[src/rtl/psa_pkg.sv]
package psa_pkg;

  typedef enum logic [1:0] {
    ST_ARMED = 2'd0,
    ST_RUN   = 2'd1,
    ST_DONE  = 2'd2
  } psa_state_e;

  function automatic int unsigned count_width(input int unsigned max_value);
    return $clog2(max_value + 1);
  endfunction

endpackage

[src/rtl/psa_popcount_pipe.sv]
module psa_popcount_pipe #(
  parameter int W  = 128,
  parameter int G1 = 8,
  parameter int G2 = 4
) (
  input  logic                     clk,
  input  logic                     rst_n,
  input  logic                     flush,
  input  logic                     in_valid,
  input  logic [W-1:0]             in_vec,
  output logic                     out_valid,
  output logic [$clog2(W+1)-1:0]   out_cnt,
  output logic                     busy
);
  localparam int N1    = W / G1;
  localparam int N2    = N1 / G2;
  localparam int S1_W  = psa_pkg::count_width(G1);
  localparam int S2_W  = psa_pkg::count_width(G1 * G2);
  localparam int OUT_W = $clog2(W + 1);

  function automatic logic [S1_W-1:0] ones_in_group(input logic [G1-1:0] v);
    logic [S1_W-1:0] acc;
    acc = '0;
    for (int i = 0; i < G1; i++) acc = acc + S1_W'(v[i]);
    return acc;
  endfunction

  logic [S1_W-1:0] s1_q [N1];
  logic [S2_W-1:0] s2_q [N2];
  logic [OUT_W-1:0] s3_q;
  logic [2:0]       v_q;

  for (genvar g = 0; g < N1; g++) begin : g_stage1
    always_ff @(posedge clk or negedge rst_n) begin
      if (!rst_n) s1_q[g] <= '0;
      else if (in_valid) s1_q[g] <= ones_in_group(in_vec[g*G1 +: G1]);
    end
  end

  for (genvar g = 0; g < N2; g++) begin : g_stage2
    logic [S2_W-1:0] grp_sum;
    always_comb begin
      grp_sum = '0;
      for (int k = 0; k < G2; k++) grp_sum = grp_sum + S2_W'(s1_q[g*G2 + k]);
    end
    always_ff @(posedge clk or negedge rst_n) begin
      if (!rst_n) s2_q[g] <= '0;
      else if (v_q[0]) s2_q[g] <= grp_sum;
    end
  end

  logic [OUT_W-1:0] total_c;
  always_comb begin
    total_c = '0;
    for (int k = 0; k < N2; k++) total_c = total_c + OUT_W'(s2_q[k]);
  end

  always_ff @(posedge clk or negedge rst_n) begin
    if (!rst_n) s3_q <= '0;
    else if (v_q[1]) s3_q <= total_c;
  end

  always_ff @(posedge clk or negedge rst_n) begin
    if (!rst_n) v_q <= '0;
    else if (flush) v_q <= '0;
    else v_q <= {v_q[1:0], in_valid};
  end

  assign out_valid = v_q[2];
  assign out_cnt   = s3_q;
  assign busy      = |v_q;

  p_stage1_advance_r9: assert property (@(posedge clk) disable iff (!rst_n)
    (v_q[0] && !flush) |=> v_q[1]);
  p_stage2_advance_r9: assert property (@(posedge clk) disable iff (!rst_n)
    (v_q[1] && !flush) |=> out_valid);
  p_flush_empties_r8: assert property (@(posedge clk) disable iff (!rst_n)
    flush |=> !busy);

endmodule

[src/rtl/psa_golden_reg.sv]
module psa_golden_reg #(
  parameter int W = 128
) (
  input  logic                   clk,
  input  logic                   rst_n,
  input  logic                   clr,
  input  logic                   capture,
  input  logic [W-1:0]           resp,
  output logic [W-1:0]           golden,
  output logic [$clog2(W+1)-1:0] ones
);
  localparam int OW = $clog2(W + 1);

  function automatic logic [OW-1:0] bit_total(input logic [W-1:0] v);
    logic [OW-1:0] acc;
    acc = '0;
    for (int i = 0; i < W; i++) acc = acc + OW'(v[i]);
    return acc;
  endfunction

  always_ff @(posedge clk or negedge rst_n) begin
    if (!rst_n) begin
      golden <= '0;
      ones   <= '0;
    end else if (clr) begin
      golden <= '0;
      ones   <= '0;
    end else if (capture) begin
      golden <= resp;
      ones   <= bit_total(resp);
    end
  end

  p_golden_hold_r2: assert property (@(posedge clk) disable iff (!rst_n)
    (!clr && !capture) |=> ($stable(golden) && $stable(ones)));
  p_ones_bound_r2: assert property (@(posedge clk) disable iff (!rst_n)
    ones <= OW'(W));

endmodule

[src/rtl/psa_run_ctrl.sv]
module psa_run_ctrl #(
  parameter int          CNT_W          = 10,
  parameter int unsigned DEFAULT_TARGET = 1000
) (
  input  logic             clk,
  input  logic             rst_n,
  input  logic             clr,
  input  logic [CNT_W-1:0] target_cnt,
  input  logic             in_valid,
  input  logic             pipe_busy,
  output logic             capture,
  output logic             accept,
  output logic             done
);
  import psa_pkg::*;

  psa_state_e       state_q;
  logic [CNT_W-1:0] cnt_q;
  logic [CNT_W-1:0] target_q;
  logic             quota_open;
  logic             finished;

  assign quota_open = (cnt_q < target_q);
  assign capture    = in_valid && !clr && (state_q == ST_ARMED);
  assign accept     = in_valid && !clr && (state_q == ST_RUN) && quota_open;
  assign finished   = (state_q == ST_RUN) && !quota_open && !pipe_busy;
  assign done       = (state_q == ST_DONE);

  always_ff @(posedge clk or negedge rst_n) begin
    if (!rst_n) begin
      state_q  <= ST_ARMED;
      cnt_q    <= '0;
      target_q <= CNT_W'(DEFAULT_TARGET);
    end else if (clr) begin
      state_q  <= ST_ARMED;
      cnt_q    <= '0;
      target_q <= target_cnt;
    end else begin
      if (capture) state_q <= ST_RUN;
      else if (finished) state_q <= ST_DONE;
      if (accept) cnt_q <= cnt_q + 1'b1;
    end
  end

  p_count_bound_r6: assert property (@(posedge clk) disable iff (!rst_n)
    cnt_q <= target_q);
  p_no_early_done_r6: assert property (@(posedge clk) disable iff (!rst_n)
    (pipe_busy && !clr) |=> !$rose(done));
  p_done_sticky_r7: assert property (@(posedge clk) disable iff (!rst_n)
    (done && !clr) |=> done);
  p_single_role_r2: assert property (@(posedge clk) disable iff (!rst_n)
    !(capture && accept));

endmodule

[src/rtl/puf_stability_analyser.sv]
module puf_stability_analyser #(
  parameter int          RESP_W         = 128,
  parameter int          CNT_W          = 10,
  parameter int unsigned DEFAULT_TARGET = 1000,
  parameter int          UC_W           = $clog2(RESP_W + 1),
  parameter int          DIST_W         = CNT_W + UC_W
) (
  input  logic              clk,
  input  logic              rst_n,
  input  logic              clr,
  input  logic [CNT_W-1:0]  target_cnt,
  input  logic              in_valid,
  input  logic [RESP_W-1:0] in_resp,
  output logic [RESP_W-1:0] unstable_mask,
  output logic [UC_W-1:0]   unstable_cnt,
  output logic [DIST_W-1:0] dist_total,
  output logic [UC_W-1:0]   ones_cnt,
  output logic              done
);

  function automatic logic [UC_W-1:0] flagged_cells(input logic [RESP_W-1:0] m);
    logic [UC_W-1:0] acc;
    acc = '0;
    for (int i = 0; i < RESP_W; i++) acc = acc + UC_W'(m[i]);
    return acc;
  endfunction

  logic              capture;
  logic              accept;
  logic              pipe_busy;
  logic              pc_valid;
  logic [UC_W-1:0]   pc_cnt;
  logic [RESP_W-1:0] golden;
  logic [RESP_W-1:0] diff_vec;
  logic [RESP_W-1:0] mask_q;
  logic [DIST_W-1:0] dist_q;

  psa_run_ctrl #(
    .CNT_W          (CNT_W),
    .DEFAULT_TARGET (DEFAULT_TARGET)
  ) i_ctrl (
    .clk        (clk),
    .rst_n      (rst_n),
    .clr        (clr),
    .target_cnt (target_cnt),
    .in_valid   (in_valid),
    .pipe_busy  (pipe_busy),
    .capture    (capture),
    .accept     (accept),
    .done       (done)
  );

  psa_golden_reg #(.W(RESP_W)) i_golden (
    .clk     (clk),
    .rst_n   (rst_n),
    .clr     (clr),
    .capture (capture),
    .resp    (in_resp),
    .golden  (golden),
    .ones    (ones_cnt)
  );

  assign diff_vec = in_resp ^ golden;

  psa_popcount_pipe #(.W(RESP_W)) i_popcount (
    .clk       (clk),
    .rst_n     (rst_n),
    .flush     (clr),
    .in_valid  (accept),
    .in_vec    (diff_vec),
    .out_valid (pc_valid),
    .out_cnt   (pc_cnt),
    .busy      (pipe_busy)
  );

  always_ff @(posedge clk or negedge rst_n) begin
    if (!rst_n) mask_q <= '0;
    else if (clr) mask_q <= '0;
    else if (accept) mask_q <= mask_q | diff_vec;
  end

  always_ff @(posedge clk or negedge rst_n) begin
    if (!rst_n) dist_q <= '0;
    else if (clr) dist_q <= '0;
    else if (pc_valid) dist_q <= dist_q + DIST_W'(pc_cnt);
  end

  assign unstable_mask = mask_q;
  assign unstable_cnt  = flagged_cells(mask_q);
  assign dist_total    = dist_q;

  p_mask_sticky_r4: assert property (@(posedge clk) disable iff (!rst_n)
    !clr |=> (($past(mask_q) & ~mask_q) == '0));
  p_no_overflow_r3: assert property (@(posedge clk) disable iff (!rst_n)
    !clr |=> (dist_q >= $past(dist_q)));
  p_count_bound_r5: assert property (@(posedge clk) disable iff (!rst_n)
    unstable_cnt <= UC_W'(RESP_W));
  p_frozen_when_done_r7: assert property (@(posedge clk) disable iff (!rst_n)
    (done && !clr) |=> ($stable(mask_q) && $stable(dist_q) && $stable(ones_cnt)));
  p_capture_no_compare_r2: assert property (@(posedge clk) disable iff (!rst_n)
    capture |=> ($stable(mask_q) && $stable(dist_q)));
  p_clear_zeroes_r1: assert property (@(posedge clk) disable iff (!rst_n)
    clr |=> (mask_q == '0 && dist_q == '0 && !done));

endmodule

[config.mk]
export PLATFORM = sky130hd
export DESIGN_NAME = puf_stability_analyser
export DESIGN_NICKNAME = d
export VERILOG_FILES = /design/src/rtl/psa_pkg.sv /design/src/rtl/psa_popcount_pipe.sv /design/src/rtl/psa_golden_reg.sv /design/src/rtl/psa_run_ctrl.sv /design/src/rtl/puf_stability_analyser.sv
export SDC_FILE = /design/constraint.sdc
export NUM_CORES = 1
export LEC_CHECK = 0
export BUFFER_PORTS_ARGS = -buffer_cell sky130_fd_sc_hd__buf_4
export CORE_MARGIN = 4
export CORE_UTILIZATION = 25
export DETAILED_ROUTE_END_ITERATION = 8
export PLACE_DENSITY_LB_ADDON = 0.2
export SLEW_MARGIN = 20
export SYNTH_ARGS = -nofsm -noshare
export SYNTH_HDL_FRONTEND = slang
export SYNTH_SLANG_ARGS = --single-unit
[constraint.sdc]
create_clock -name clk -period 10.2 [get_ports clk]
set_input_delay 1.02 -clock clk [delete_from_list [all_inputs] [get_ports clk]]
set_output_delay 1.02 -clock clk [all_outputs]
set_load 0.01 [all_outputs]
# Word level (Yosys, flattened, before mapping)
# Cells that the tools add are included.
[classes] n_mux=14 reduce_logical=15 n_bitwise=2 n_eq_ne=2 order_cmp=1 n_addsub=383
[op_table] cell="$add 8x1->8" count=246
[op_table] cell="$mux 128" count=4
[op_table] cell="$add 4x1->4" count=96
[op_table] cell="$or 128x128->128" count=1
[op_table] cell="$xor 128x128->128" count=1
[op_table] cell="$add 6x4->6" count=8
[op_table] cell="$add 1x1->2" count=18
[op_table] cell="$mux 18" count=2
[op_table] cell="$add 4x4->5" count=4
[op_table] cell="$mux 10" count=2
[op_table] cell="$add 18x8->18" count=1
[op_table] cell="$add 8x6->8" count=2
[op_table] cell="$mux 8" count=2
[op_table] cell="$add 10x1->10 const B" count=1
[op_table] cell="$lt 10x10->1" count=1
[op_table] cell="$add 7x1->8" count=1
[op_table] cell="$add 6x1->7" count=1
[op_table] cell="$add 6x6->7" count=1
[op_table] cell="$add 5x1->6" count=1
[op_table] cell="$logic_and 1x1->1" count=6
[op_table] cell="$mux 2" count=3
[op_table] cell="$reduce_bool 2->1" count=3
[op_table] cell="$add 4x1->5" count=1
[op_table] cell="$add 3x1->4" count=1
[op_table] cell="8 further kinds" count=10
[totals] output_inout_bits=163 ff_bits=403

# Depth between registers and ports, before layout
# Gate-level depths: netlist of run 1.
[logic_depth] word_depth=129 depth_mapped=26 depth_no_buf=26

# By module
# A second synthesis of run 1 with hierarchy kept.
[hier_totals] cells_unflattened=2692 hier_area_um2=28546.1
[modules_own_cells] mod="puf_stability_analyser" n_inst=1 cells_each=1001 area_each_um2=10153.5
[modules_own_cells] mod="psa_golden_reg" n_inst=1 cells_each=783 area_each_um2=8879.8
[modules_own_cells] mod="psa_popcount_pipe" n_inst=1 cells_each=770 area_each_um2=8142.8
[modules_own_cells] mod="psa_run_ctrl" n_inst=1 cells_each=138 area_each_um2=1370.1

# Worst setup path before layout of run 1
# Ideal clock, no wire load.
[synth_timing] kind="input to register" start="input port in_resp[0]" end="register i_golden.ones[6]" n_path_buf=0 slack_ps=2216 arrival_time_ps=7914 setup_time_ps=69 stages=20 cell_sequence="ha_1 -> inv_1 -> fa_1 -> fa_1 -> fa_1 -> fa_1 -> fa_1 -> fa_1 -> fa_1 -> fa_1 -> fa_1 -> fa_1 -> fa_1 -> fa_1 -> nor2b_1 -> o21ai_0 -> nand2b_1 -> a21oi_1 -> or4b_2 -> nand3_1"
[synth_between] elab_chain_cells=129
[synth_lines] item="start: declaration" line_no="puf_stability_analyser.sv:13" text="input logic [RESP_W-1:0] in_resp,"
[synth_lines] item="$add 1x1->2" line_no="psa_golden_reg.sv:17" text="for (int i = 0; i < W; i++) acc = acc + OW'(v[i]);"
[synth_lines] item="$add 8x1->8 (126 in series)" line_no="psa_golden_reg.sv:17"
[synth_lines] item="$mux 8" line_no="psa_golden_reg.sv:28" text="end else if (capture) begin"
[synth_lines] item="$mux 8" line_no="psa_golden_reg.sv:25" text="end else if (clr) begin"
[synth_lines] item="end signal: assignment" line_no="psa_golden_reg.sv:30" text="ones <= bit_total(resp);"
[synth_lines] item="end: declaration" line_no="psa_golden_reg.sv:10" text="output logic [$clog2(W+1)-1:0] ones"
# No other way between the ends. The select of a mux whose other input is x is not followed.
# A chain may end at the register's enable or synchronous reset.

# Worst setup path in the final report of run 1
[layout_timing] start="register mask_q[83] (netlist: unstable_mask[83])" end="output port unstable_cnt[5]"
[layout_between] elab_chain_cells=45
[layout_lines] item="start: declaration" line_no="puf_stability_analyser.sv:35" text="logic [RESP_W-1:0] mask_q;"
[layout_lines] item="start signal: assignment" line_no="puf_stability_analyser.sv:79" text="else if (accept) mask_q <= mask_q | diff_vec;"
[layout_lines] item="$add 8x1->8 (45 in series)" line_no="puf_stability_analyser.sv:24" text="for (int i = 0; i < RESP_W; i++) acc = acc + UC_W'(m[i]);"
[layout_lines] item="end: declaration" line_no="puf_stability_analyser.sv:15" text="output logic [UC_W-1:0] unstable_cnt,"
# No other way between the ends.

==> run summary, run 1 <==
In this run, synthesis produced a sequential element count of 403. The finished cells cover 0.03354 mm^2. TritonCTS built the clock tree. The post-layout instance count excluding filler cells is 4457, and the post-CTS clock slew at the launch and capture registers of the worst setup and hold paths is 0.06 ns. The ratio of final minimum period to clock period works out to 0.8885.

The max-slew violation count is 0, and the setup clock skew after layout is 0.02637 ns. The count of pins on the block boundary was 305; the level count of the clock H-tree was 2. The tools report the final sum of negative setup slack as 0 ns. In the routed design, unresolved DRC markers number 0. The proportion of register bits with asynchronous set or reset after synthesis works out to 1.000. The kind of cell with the highest combined delay along the critical path is adder cells. After layout, the minimum clock period comes to 9.063 ns.

The tools report the total detailed-routing wirelength as 94.17 mm. Synthesized net count: 3272. The run gives 9 as the number of antenna violations at the first check in global routing. The routed design uses 5.057 mm of met3 wire. The cell count after synthesis came out at 2644.

Primary flip-flop cell chosen by synthesis mapping: dfrtp_1. The tools report the post-layout net count as 3548. Counting along the longest clock path gives a buffer depth of 3. The routed metal-1 wirelength came out at 42.51 mm. The number of buffers and inverters on the critical path came out at 7. The tools report the number of sinks driven by the clock tree as 403.

From synthesis to final layout, the design area changed by 20.28%. The region available for standard cell placement spans 0.1107 mm^2. The first global-routing pass estimated 136.3 mm of wire. Data arrives at the worst endpoint at 8.04 ns.

The placement-stage cell area was 0.03174 mm^2; the number of synthesized flops with an enable pin was 0. The vertical extent of the die is 342.0 um, and the total number of yosys warnings is 0. Synthesis instantiated 56 different standard cells from the library. The overall global routing resource usage came out at 0.1609. Number of nets with antenna violations after routing: 0.

In this run the post-CTS setup repair buffer count came out at 0. The tools report the sequential-to-total area share from yosys stat as 0.3619. The transition time of the tightest slew-check pin was 0.9707 ns.

The worst setup path is launched from a flop. In this design, the critical path's most frequently occurring cell is fa_1. The clock buffer count from CTS came out at 53. The proportion of layout cells with a drive suffix above 1 is 0.1481. STA puts the critical path data required time at 9.18 ns. Timing would allow up to 110.3 MHz.

Across all layers, the routed design uses 18560 vias. The top layer reached by signal wires was met5. Path type of the worst min-delay path: in2async. The placer congestion estimate was 0.8092. The path type of the worst setup path was reg2out. The largest net degree at the start of global routing was 203; the average via count per standard cell was 4.164. In this run the clock root is driven by a clkbuf_16.

The tools report the count of max-cap constraint violations as 0. The total standard cell area after synthesis came out at 0.02789 mm^2. The peak fanout along the critical path came out at 3. The biggest area consumer among synthesized cells was dfrtp_1. The tools report the row count as 122. The critical path goes through fa_1 -> inv_1 -> fa_1 -> inv_1 -> fa_1 -> fa_1 -> inv_1 -> fa_1 -> fa_1 -> inv_1 -> fa_1 -> fa_1 -> inv_1 -> fa_1 -> fa_1 -> inv_1 -> ha_1 -> a21o_1 -> a21oi_1 -> nor2b_1 -> o21a_1 -> o21ai_0 -> o21a_1 -> buf_4. The logs give 5 for the first-pass iteration count of the detailed router and 0.64 ns for the clock insertion delay at the later pin of the skew report. Detailed placement finished with a half-perimeter wire length of 76.08 mm. The die covers 0.1170 mm^2.

The overall die width was 342.0 um. The headroom to the max-slew limit was 0.3507. Setup violations remaining at the end of the flow were counted as 0. Average detailed-routed wire length per instance: 21.13 um.

The slowest cell on the critical path is fa_1. The hold buffer count at CTS was 0; the number of global-route vias before repair was 19270. The maximum single-stage delay on the critical path is 0.60 ns. Global routing finished with a remaining overflow of 0. Total of cells resized after clock tree synthesis: 0. Yosys attributes the largest share of cell area to dfrtp_1 36%, fa_1 24%, ha_1 6.9%.

The number of hold violations in the final report was 0; the fraction of post-synthesis cell area in the top cell type by area was 0.3562. The tools report the endpoint type of the worst setup path as a primary output. After detailed placement, the design holds a cell count of 4353. The synthesized area divided by synthesized cell count is 10.55 um^2. The flow ran to the end, and the final reports show no timing, DRC or antenna violations. For the starting density of the core, the log shows 0.2520. Buffers placed on the I/O ports in this run total 304. Setup repair after global routing left no endpoint under its margin. The run gives 44.11 mm as the total length of routed met2 wires. The tools report the count of routing violations after the opening detailed-route iteration as 967.
routing by layer:
layer  track usage  vias up
met5             0        -
met4       0.04301        6
met3       0.03682      106
met2        0.2586      381
met1        0.2186     9197
li1              -     8869
synth_stat cells (4+ instances only):
cell type  number
mux2_2         23
o21ai_0       197
nor2_1         41
buf_1           6
buf_2          30
nor3_1          5
a21o_1         39
nand2b_1        7
and3_1          6
xor2_1        143
or3_1           4
clkbuf_1       56
fa_1          333
o22ai_1        12
dfstp_2         6
ha_1          153
xnor2_1        45
mux2i_1        12
inv_1         497
a21oi_1        48
dfrtp_1       397
nand4_1         6
buf_4           4
a22o_1        112
nand2_1       386
o21a_1          7
nor2b_1        11
nand3_1        16
per-stage QoR:
step	utilization	setup WS [ns]	hold WS (ns)
after floorplan	-	2.216	0.4498
after global placement	0.2868	1.644	0.4658
after global routing	0.3030	0.7574	0.4429
after CTS	0.3030	0.9765	0.3981
final	0.3031	1.137	0.3966
after detailed placement	0.2868	1.649	0.4702
worst paths after layout:
path                                     startpoint                  end  slack [ns]  depth (start not counted)
worst max-delay path              unstable_mask[83]      unstable_cnt[5]        1.14                         24
worst min-delay path                          rst_n      i_ctrl.cnt_q[4]        0.40                          1
worst max register to register   i_ctrl.target_q[5]  i_popcount.s1_q[19]        6.34                         10
worst min register to register  i_popcount.s1_q[18]  i_popcount.s1_q[18]        0.47                          2
max in group asynchronous                     rst_n  i_golden.golden[95]        7.59                          3
min in group clk                i_popcount.s1_q[18]  i_popcount.s1_q[18]        0.47                          2
state kept, by name, summed over array words and instances (netlist names), 10 cells and up:
| signal | count |
|---|---|
| unstable_mask | 128 |
| i_golden.golden | 128 |
| i_ctrl.target_q | 10 |
| i_ctrl.cnt_q | 10 |
| i_popcount.s2_q | 24 |
| dist_total | 18 |
| i_popcount.s1_q | 64 |
worst register-to-register path, delay by kind of cell (launching register included):
| kind | cells | cell delay, ns |
|---|---|---|
| adders and majority gates | 1 | 0.31 |
| AOI/OAI and AO/OA | 2 | 0.42 |
| DFF | 1 | 0.51 |
| and+or+nand+nor | 4 | 1.29 |
| buffers and inverters | 3 | 1.27 |
cells in the final DEF, fill, tap and decap left out, types with 5 or more instances in the layout:
cell type    n
nand2b_1     7
inv_1      497
ha_1       153
nor2_1      41
xor2_1     143
nor3_1       5
clkbuf_1    19
nand2_1    386
mux2i_1     12
diode_2      5
o22ai_1     12
clkbuf_8    12
nor2b_1     10
clkbuf_16   53
fa_1       333
a22o_1     112
dfstp_2      6
clkinv_2     6
buf_4      318
and3_1       6
o21ai_0    197
bufinv_16    5
dfrtp_1    397
xnor2_1     45
mux2_2      23
a21oi_1     48
nand4_1      6
nand3_1     16
a21o_1      39
o21a_1       7
final cells by class:
| cell class | count | area, um^2 |
|---|---|---|
| Timing Repair Buffer | 320 | 2422 |
| Multi-Input combinational cell | 1643 | 15480 |
| Inverter | 499 | 1883 |
| Tap cell | 1488 | 1862 |
| Clock inverter | 15 | 226.5 |
| Fill cell | 11530 | 77130 |
| Sequential cell | 403 | 10090 |
| Antenna cell | 5 | 12.51 |
| Clock buffer | 84 | 1563 |
kinds of logic (layout without fill, tap and decap cells):
kind of cell,after synthesis,after routing,synth area share
buffers and inverters,598,918,0.08327
adder cells (fa/ha/maj),486,486,0.3077
other,0,5,0
AND/OR/NAND/NOR,497,497,0.07372
XOR/XNOR,188,188,0.05905
flip-flops,403,403,0.3619
multiplexers,35,35,0.01359
AO/OA/AOI/OAI,437,437,0.1008
Power of run 1 is left out: the tool's default activity adds up to more than one toggle a clock period on the data nets, which glitch-free logic cannot reach.
==> run 2: changes to the inputs <==
--- a/config.mk
+++ b/config.mk
@@ -5,7 +5,11 @@
 export SDC_FILE = /design/constraint.sdc
 export NUM_CORES = 1
 export LEC_CHECK = 0
+export ABC_AREA = 1
 export BUFFER_PORTS_ARGS = -buffer_cell sky130_fd_sc_hd__buf_4
+export CAP_MARGIN = 30
+export CELL_PAD_IN_SITES_DETAIL_PLACEMENT = 0
+export CELL_PAD_IN_SITES_GLOBAL_PLACEMENT = 2
 export CORE_MARGIN = 4
 export CORE_UTILIZATION = 25
 export DETAILED_ROUTE_END_ITERATION = 8
==> run summary, run 2 <==
The flow ran to the end, and the final reports show no timing, DRC or antenna violations. The data arrival time of the critical path came out at 7.79 ns (-0.25 ns). The final setup violation count came out at 0 (unchanged).

The overall die width works out to 351.0 um (+2.6%). Path type of the worst min-delay path: in2async. The share of synthesized area spent on multiplexers is 0 (-0.01359), and the count of pins on the block boundary is 305 (unchanged). The tools report the placer congestion estimate as 0.7905 (-2.3%). The vertical extent of the die came out at 351.0 um (+2.6%). The synthesized area divided by synthesized cell count is 9.319 um^2 (-12%).

The sequential-to-total area share from yosys stat is 0.3432 (-0.01874). Row count: 125 (+2.5%). The logs give 0.1232 mm^2 (+5.3%) for the floorplan die area and 4 (-1) for the first-pass iteration count of the detailed router.

The synthesized net count came out at 3784 (+16%). The hold buffer count at CTS is 0 (unchanged). The logs give 36 (-36%) for the count of cell types in the netlist and 0 (-5) for the antenna diode instance count. The global route total overflow is 0 (unchanged). Cell count after synthesis: 3156 (+19%). Level count of the clock H-tree: 2 (unchanged). Summed over all cells, the static leakage comes to 18.53 nW. The ratio of final minimum period to clock period is 0.8639 (-0.02465). The number of port buffers was 304 (unchanged).

The synthesized-area fraction occupied by ao, oa, aoi and oai cells is 0.05952 (-0.04125), and the total core area is 0.1165 mm^2 (+5.3%). Most frequent cell after synthesis: inv_1. Setup repair after global routing left no endpoint under its margin. The number of cells traversed by the worst register-to-register path came out at 10 (unchanged). The number of synthesized flops with an enable pin works out to 0 (unchanged).

The logs give 157.6 mm (+16%) for the wire length of the first global-routing pass and 3 (unchanged) for the number of buffers between clock root and the deepest sink. The parity-gate share of the synthesized area counting xor and xnor cells works out to 0.05003 (-0.009013). The most common cell after layout, fill and taps aside is inv_1. The run gives 0 (unchanged) as the total setup buffers inserted after CTS.

The post-route minimum period was 8.811 ns (-0.2514 ns). The combined flip-flop and latch cell area came out at 0.01009 mm^2 (unchanged). The largest total area in the synthesized netlist belongs to dfrtp_1. In the layout the commonest cells are 667 x inv_1, 575 x nand2_1, 397 x dfrtp_1, 333 x fa_1, 318 x buf_4. The logs give 0.05915 (-0.2915) for the headroom to the max-slew limit and 0.1762 (+0.01529) for the overall global routing resource usage. The largest net degree at the start of global routing is 138 (-32%). The primary flip-flop cell chosen by synthesis mapping was dfrtp_1. The worst setup path is launched from a flop. The post-synthesis share of cell area spent on and, or, nand and nor gates works out to 0.1498 (+0.07604). In this design, the critical path's most frequently occurring cell is fa_1. The number of sinks driven by the clock tree is 403 (unchanged).

The clock root buffer is clkbuf_16. The fraction of post-synthesis cell area in the top cell type by area is 0.3378 (-0.01845). The number of buffers and inverters on the critical path was 5 (-2). In the synthesized netlist, the cells that appear most often are 667 x inv_1, 575 x nand2_1, 397 x dfrtp_1, 333 x fa_1, 305 x nand3_1. The run gives 113.5 MHz (+2.9%) as the timing-limited maximum frequency. The logs give 58 (+9.4%) for the clock buffer count from CTS and 0 (unchanged) for the total of cells resized after clock tree synthesis.

The average via count per standard cell came out at 4.248 (+2.0%). Endpoint type of the worst setup path: a primary output. The run gives 107.4 mm (+14%) as the total detailed-routing wirelength. The number of gates on the worst path with buffers counted was 22 (-8.3%). The worst setup path is of the reg2out kind. The signal on the critical path passes through inv_1 -> fa_1 -> fa_1 -> fa_1 -> inv_1 -> fa_1 -> fa_1 -> fa_1 -> fa_1 -> fa_1 -> inv_1 -> fa_1 -> fa_1 -> fa_1 -> o21ai_0 -> nand2_1 -> nand2_1 -> a21oi_1 -> inv_1 -> nand2_1 -> nand2_1 -> buf_4.

The sum of net half-perimeters after detailed placement was 84.55 mm (+11%); the proportion of layout cells with a drive suffix above 1 was 0.1390 (-0.009078). The transition time of the tightest slew-check pin works out to 1.411 ns (+0.4406 ns). TritonCTS built the clock tree.

For the worst voltage drop across the vdd grid, the log shows 1.521 mV. The adder-cell share of the synthesized area is 0.2918 (-0.01593). The required time of the worst setup path was 9.18 ns (about the same); the number of hold violations in the final report was 0 (unchanged).

The tools report the worst-case register-to-register setup slack as 6.63 ns (+0.29 ns). The setup clock skew after layout is 0.02700 ns (+0.0006241 ns), and the number of design rule violations left after detail routing is 0 (unchanged). Dividing total power by cell area gives a power density of 410.7 mW/mm^2. The number of antenna violations at the first check in global routing came out at 8 (-1). The utilization of the core after routing came out at 0.3023 (-0.0007500).

The number of nets with antenna violations after routing came out at 0 (unchanged). The run gives 22250 (+15%) as the number of global-route vias before repair. The run gives 0.02941 mm^2 (+5.5%) as the total standard cell area after synthesis. The combinational family with the most area after synthesis was adder cells. Relative to the synthesized area, the layout overhead comes to 19.78%.

For the final sum of negative setup slack, the log shows 0 ns (unchanged). By area the synthesized netlist is led by dfrtp_1 34%, fa_1 23%, inv_1 8.5%. The run gives 0 (unchanged) as the total number of yosys warnings. For the post-layout instance count excluding filler cells, the log shows 4998 (+12%).

The slowest cell on the critical path was fa_1. The count of state elements after synthesis works out to 403 (unchanged). The logs give 21230 (+14%) for the number of vias in the routed layout and 0 (unchanged) for the max-slew violation count. The clock insertion delay at the later pin of the skew report is 0.66 ns (+0.02 ns). The maximum single-stage delay on the critical path is 0.58 ns (-0.02 ns).

For the post-layout net count, the log shows 4055 (+14%). The family with the most delay on the worst path was adder cells. The count of max-cap constraint violations was 0 (unchanged); the proportion of register bits with asynchronous set or reset after synthesis was 1.000 (unchanged). The number of cells in the design after placement came out at 4890 (+12%). The run gives 12420 (+7.7%) as the count of filler cells inserted in the layout.

Footprint of the multi-input gates: 0.01622 mm^2 (+4.8%). The starting density of the core came out at 0.2524 (+0.0004185). The post-CTS clock slew at the launch and capture registers of the worst setup and hold paths was 0.05 ns (about the same); the peak fanout along the critical path was 3 (unchanged). The average detailed-routed wire length per instance works out to 21.49 um (+1.7%).

The count of routing violations after the opening detailed-route iteration was 1307 (+35%).
==> run 2: cell types whose count changed after synthesis, sizes merged, moves of 30 or more <==
cell and delta:
a22o -46, nand2 +190, buf +34, inv +171
xnor2 +90, a21o -36, or2 +46, nor2 +30
nand3 +288, xor2 -110
==> run 2: cell families (layout without fill, tap and decap cells) <==
kind of cell	after synthesis	after routing
flops	403	403
xor+xnor	168	168
buf+inv	785	1103
compound gates	294	294
simple gates	1020	1020
fa+ha+maj	486	486
==> run 2: worst register-to-register path, stage by stage (launching register included) <==
cell	delay [ns]
dfstp_2	0.51
inv_1	0.05
ha_1	0.29
nand2_1	0.07
nor2_1	0.18
nand3_1	0.17
nand4_4	0.28
buf_4	0.72
buf_4	0.90
nand3_1	0.25
nand2_1	0.12
==> run 2: final timing paths <==
check,start,endpoint
min in group clk,i_popcount.s1_q[38],i_popcount.s1_q[38]
hold / removal,rst_n,i_ctrl.cnt_q[7]
max in group asynchronous,rst_n,unstable_mask[98]
hold reg to reg,i_popcount.s1_q[38],i_popcount.s1_q[38]
setup reg to reg,i_ctrl.target_q[9],unstable_mask[57]
setup / recovery,unstable_mask[0],unstable_cnt[6]
==> run 2: final cells by class <==
class / instances / area share
multi-input cells: 1968 / 0.4605
inverters: 672 / 0.07203
clock inverters: 23 / 0.006962
repair buffers: 324 / 0.07168
flip-flops and latches: 403 / 0.2865
clock buffers: 84 / 0.04823
well taps: 1524 / 0.05413
==> run 2: metrics by stage <==
step	total power [W]	setup slack, ns	hold slack [ns]	area, um^2
after floorplan	0.01002	2.518	0.4459	29410
after global placement	0.01267	1.950	0.4678	33180
after detailed placement	0.01271	1.958	0.4728	33260
after CTS	0.01493	1.218	0.3636	35210
after global routing	0.01609	0.9952	0.4050	35230
final	0.01447	1.389	0.3692	35230
==> run 2: where the power goes <==
part,internal (W),switching (W),total (W)
combinational,0.00429,0.00602,0.0103
clock,0.00125,0.000857,0.00211
sequential,0.00186,0.000198,0.00205
total,0.00740,0.00707,0.0145
==> run 2: metal layers <==
layer | routed length [um] | part of all wire | vias to the layer above | track usage
met5 | 23 | 0.00021 | - | 0
met4 | 2390 | 0.022 | 4 | 0.03940
met3 | 4766 | 0.044 | 107 | 0.03107
met2 | 49390 | 0.46 | 395 | 0.2810
met1 | 50810 | 0.47 | 10500 | 0.2497
li1 | - | - | 10230 | -
Note: power is estimated with default switching activity, not from simulation.
==> run 3: changes to the inputs <==
--- a/config.mk
+++ b/config.mk
@@ -12,8 +12,9 @@
 export CELL_PAD_IN_SITES_GLOBAL_PLACEMENT = 2
 export CORE_MARGIN = 4
 export CORE_UTILIZATION = 25
+export CTS_BUF_LIST = sky130_fd_sc_hd__clkbuf_4
 export DETAILED_ROUTE_END_ITERATION = 8
-export PLACE_DENSITY_LB_ADDON = 0.2
+export PLACE_DENSITY_LB_ADDON = 0.3
 export SLEW_MARGIN = 20
 export SYNTH_ARGS = -nofsm -noshare
 export SYNTH_HDL_FRONTEND = slang
==> run summary, run 3 (synthesis results as in run 2) <==
The number of cells traversed by the worst register-to-register path works out to 9 (-1). The capture endpoint of the worst hold path was i_ctrl.target_q[9]. By instance count, the cell type seen most on the critical path is fa_1. The average detailed-routed wire length per instance came out at 20.85 um (-3.0%). Count of pins on the block boundary: 305 (unchanged). The most common cell after layout, fill and taps aside was inv_1. For the number of design rule violations left after detail routing, the log shows 0 (unchanged).

The number of global-route vias before repair was 23120 (+3.9%). The wire length of the first global-routing pass was 156.8 mm (-0.51%). The flow ran to the end, and the final reports show no timing, DRC or antenna violations.

The headroom to the max-slew limit is 0.3694 (+0.3102), and the average via count per standard cell is 4.246 (about the same). The overall global routing resource usage is 0.1763 (about the same). The startpoint of the lowest-slack register-to-register path was i_ctrl.target_q[9].

STA classifies the critical path startpoint as a flop. The layout-stage area growth over the synthesis result works out to 19.05%. The clock buffer count from CTS is 137 (+140%), and the first-pass iteration count of the detailed router is 5 (+1). The logs give 0.1165 mm^2 (unchanged) for the total core area and 83.15 mm (-1.7%) for the sum of net half-perimeters after detailed placement. For the count of max-cap constraint violations, the log shows 0 (unchanged). The cell depth of the worst hold path works out to 3. The number of port buffers was 304 (unchanged). Number of vias in the routed layout: 21800 (+2.7%). The slowest stage of the critical path is the fa_1 cell.

Family with the most delay on the worst path: adder cells. The endpoint identified for the worst register-to-register timing path is unstable_mask[117]. Worst hold slack across all endpoints: 0.2472 ns (-0.1220 ns).

Traced cell by cell, the critical path runs through inv_1 -> fa_1 -> fa_1 -> fa_1 -> inv_1 -> fa_1 -> fa_1 -> fa_1 -> fa_1 -> fa_1 -> inv_1 -> fa_1 -> fa_1 -> fa_1 -> o21ai_0 -> nand2_1 -> nand2_1 -> a21oi_1 -> inv_1 -> nand2_1 -> nand2_1 -> buf_4. The post-CTS clock slew at the launch and capture registers of the worst setup and hold paths came out at 0.07 ns (+0.02 ns). The number of buffers and inverters on the critical path is 5 (unchanged), and the worst voltage drop across the vdd grid is 1.231 mV (-19%).

The number of antenna violations at the first check in global routing is 9 (+1), and the count of routing violations after the opening detailed-route iteration is 1158 (-11%). The tools report the row count as 125 (unchanged). The vertical extent of the die works out to 351.0 um (unchanged). The min-delay analysis places its worst path in the category in2reg. The tools report the final setup violation count as 0 (unchanged). The largest net degree at the start of global routing is 134 (-2.9%), and the peak fanout along the critical path is 3 (unchanged). TritonCTS built the clock tree. The logs give 4134 (+1.9%) for the post-layout net count and 0.8318 (+5.2%) for the placer congestion estimate. For the number of buffers between clock root and the deepest sink, the log shows 3 (unchanged). In the layout the commonest cells are 667 x inv_1, 575 x nand2_1, 397 x dfrtp_1, 333 x fa_1, 317 x buf_4.

The level count of the clock H-tree was 4 (+2). The total detailed-routing wirelength is 107.0 mm (-0.32%). The proportion of layout cells with a drive suffix above 1 is 0.1652 (+0.02620), and the clock insertion delay at the later pin of the skew report is 1.04 ns (+0.38 ns). The number of sinks driven by the clock tree is 403 (unchanged). The maximum single-stage delay on the critical path is 0.58 ns (about the same). The max-slew violation count was 0 (unchanged); the ratio of final minimum period to clock period was 0.9043 (+0.04040). The transition time of the tightest slew-check pin came out at 0.9460 ns (-0.4653 ns).

The post-route minimum period was 9.224 ns (+0.4121 ns). The floorplan die area is 0.1232 mm^2 (unchanged), and the total power consumption of the routed design is 0.01425 W (-1.5%). The overall die width came out at 351.0 um (unchanged).

The required time of the worst setup path was 9.18 ns (about the same). The number of hold violations in the final report is 0 (unchanged), and the standby leakage power is 18.57 nW (+0.22%). The post-placement worst setup slack is 1.922 ns (-0.03547 ns). Setup clock skew after layout: 0.09270 ns (+0.06570 ns).

For the global route total overflow, the log shows 0 (unchanged). Setup repair after global routing left no endpoint under its margin. The run gives 0 (unchanged) as the total setup buffers inserted after CTS. The power density over cell area is 407.0 mW/mm^2 (-0.91%), and the timing-limited maximum frequency is 108.4 MHz (-4.5%). The data arrival time of the critical path was 8.20 ns (+0.41 ns).

The starting density of the core is 0.2524 (unchanged), and the final setup slack of the worst path is 0.9765 ns (-0.4121 ns). The critical path is of the reg2out type. Number of nets with antenna violations after routing: 0 (unchanged). Endpoint type of the worst setup path: a primary output. In this run the most critical hold path is launched from target_cnt[9]. For the worst-case register-to-register setup slack, the log shows 6.13 ns (-0.50 ns).

The tools report the final sum of negative setup slack as 0 ns (unchanged). The tools report the clock root buffer as clkbuf_4.
## run 3: cell types whose count changed in the layout (fill, tap and decap cells not counted), sizes merged
cell	change
buf	-1
inv	+1
clkinvlp	+1
bufinv	-2
clkinv	+18
diode	+9
dlygate4sd3	+1
clkbuf	+109
## run 3: stage by stage
| step | instance area [um^2] | std cells | util |
|---|---|---|---|
| 2_1_floorplan | 29410 | 3156 | - |
| 3_3_place_gp | 33170 | 4886 | 0.2847 |
| 4_1_cts | 34930 | 5123 | 0.2998 |
| 3_5_place_dp | 33230 | 4888 | 0.2852 |
| 5_1_grt | 35010 | 5132 | 0.3004 |
| 6_report | 35010 | 5134 | 0.3005 |
## run 3: metal layers
layer  routed length (um)  GRT usage
met5                   27          0
met4                 3399    0.06045
met3                 5859    0.04180
met2                49530     0.2803
met1                48230     0.2358
## run 3: repair_timing
action / in CTS / in global routing
gates resized for setup: 0 / 0
hold buffers: 1 / 0
hold endpoints to repair: 59 / 0
## run 3: worst max path at each step
stage	startpoint	endpoint	slack (ns)	depth (start not counted)
after global routing	unstable_mask[0]	unstable_cnt[6]	0.47	22
after floorplan	unstable_mask[0]	unstable_cnt[6]	2.52	21
after global placement	unstable_mask[89]	unstable_cnt[6]	1.97	24
after detailed placement	unstable_mask[0]	unstable_cnt[6]	1.92	22
final	unstable_mask[0]	unstable_cnt[6]	0.98	22
after CTS	unstable_mask[0]	unstable_cnt[6]	0.71	22
## run 3: final cells by class
| cell class | instances | area (um^2) |
|---|---|---|
| antenna | 9 | 22.52 |
| clock inverter | 41 | 249.0 |
| sequential | 403 | 10090 |
| clock buffer | 193 | 1449 |
| multi-input combinational | 1968 | 16220 |
| timing repair buffer | 324 | 2535 |
| tap | 1524 | 1907 |
| inverter | 672 | 2537 |
| fill | 12390 | 81510 |
## run 3: worst reg2reg max path: stages, from the launching register on
cell     delay [ns]
dfstp_2        0.51
inv_1          0.05
ha_1           0.30
a21o_1         0.16
nor2_1         0.22
nand4_4        0.71
inv_8          0.85
buf_4          0.88
nand3_1        0.22
nand2_1        0.09
## run 3: power by group
| part | total, W | leakage [nW] | switching, W | internal [W] |
|---|---|---|---|---|
| registers | 0.00206 | 5.38 | 0.000201 | 0.00186 |
| clock network | 0.00178 | 0.998 | 0.000863 | 0.000922 |
| logic | 0.0104 | 12.2 | 0.00609 | 0.00432 |
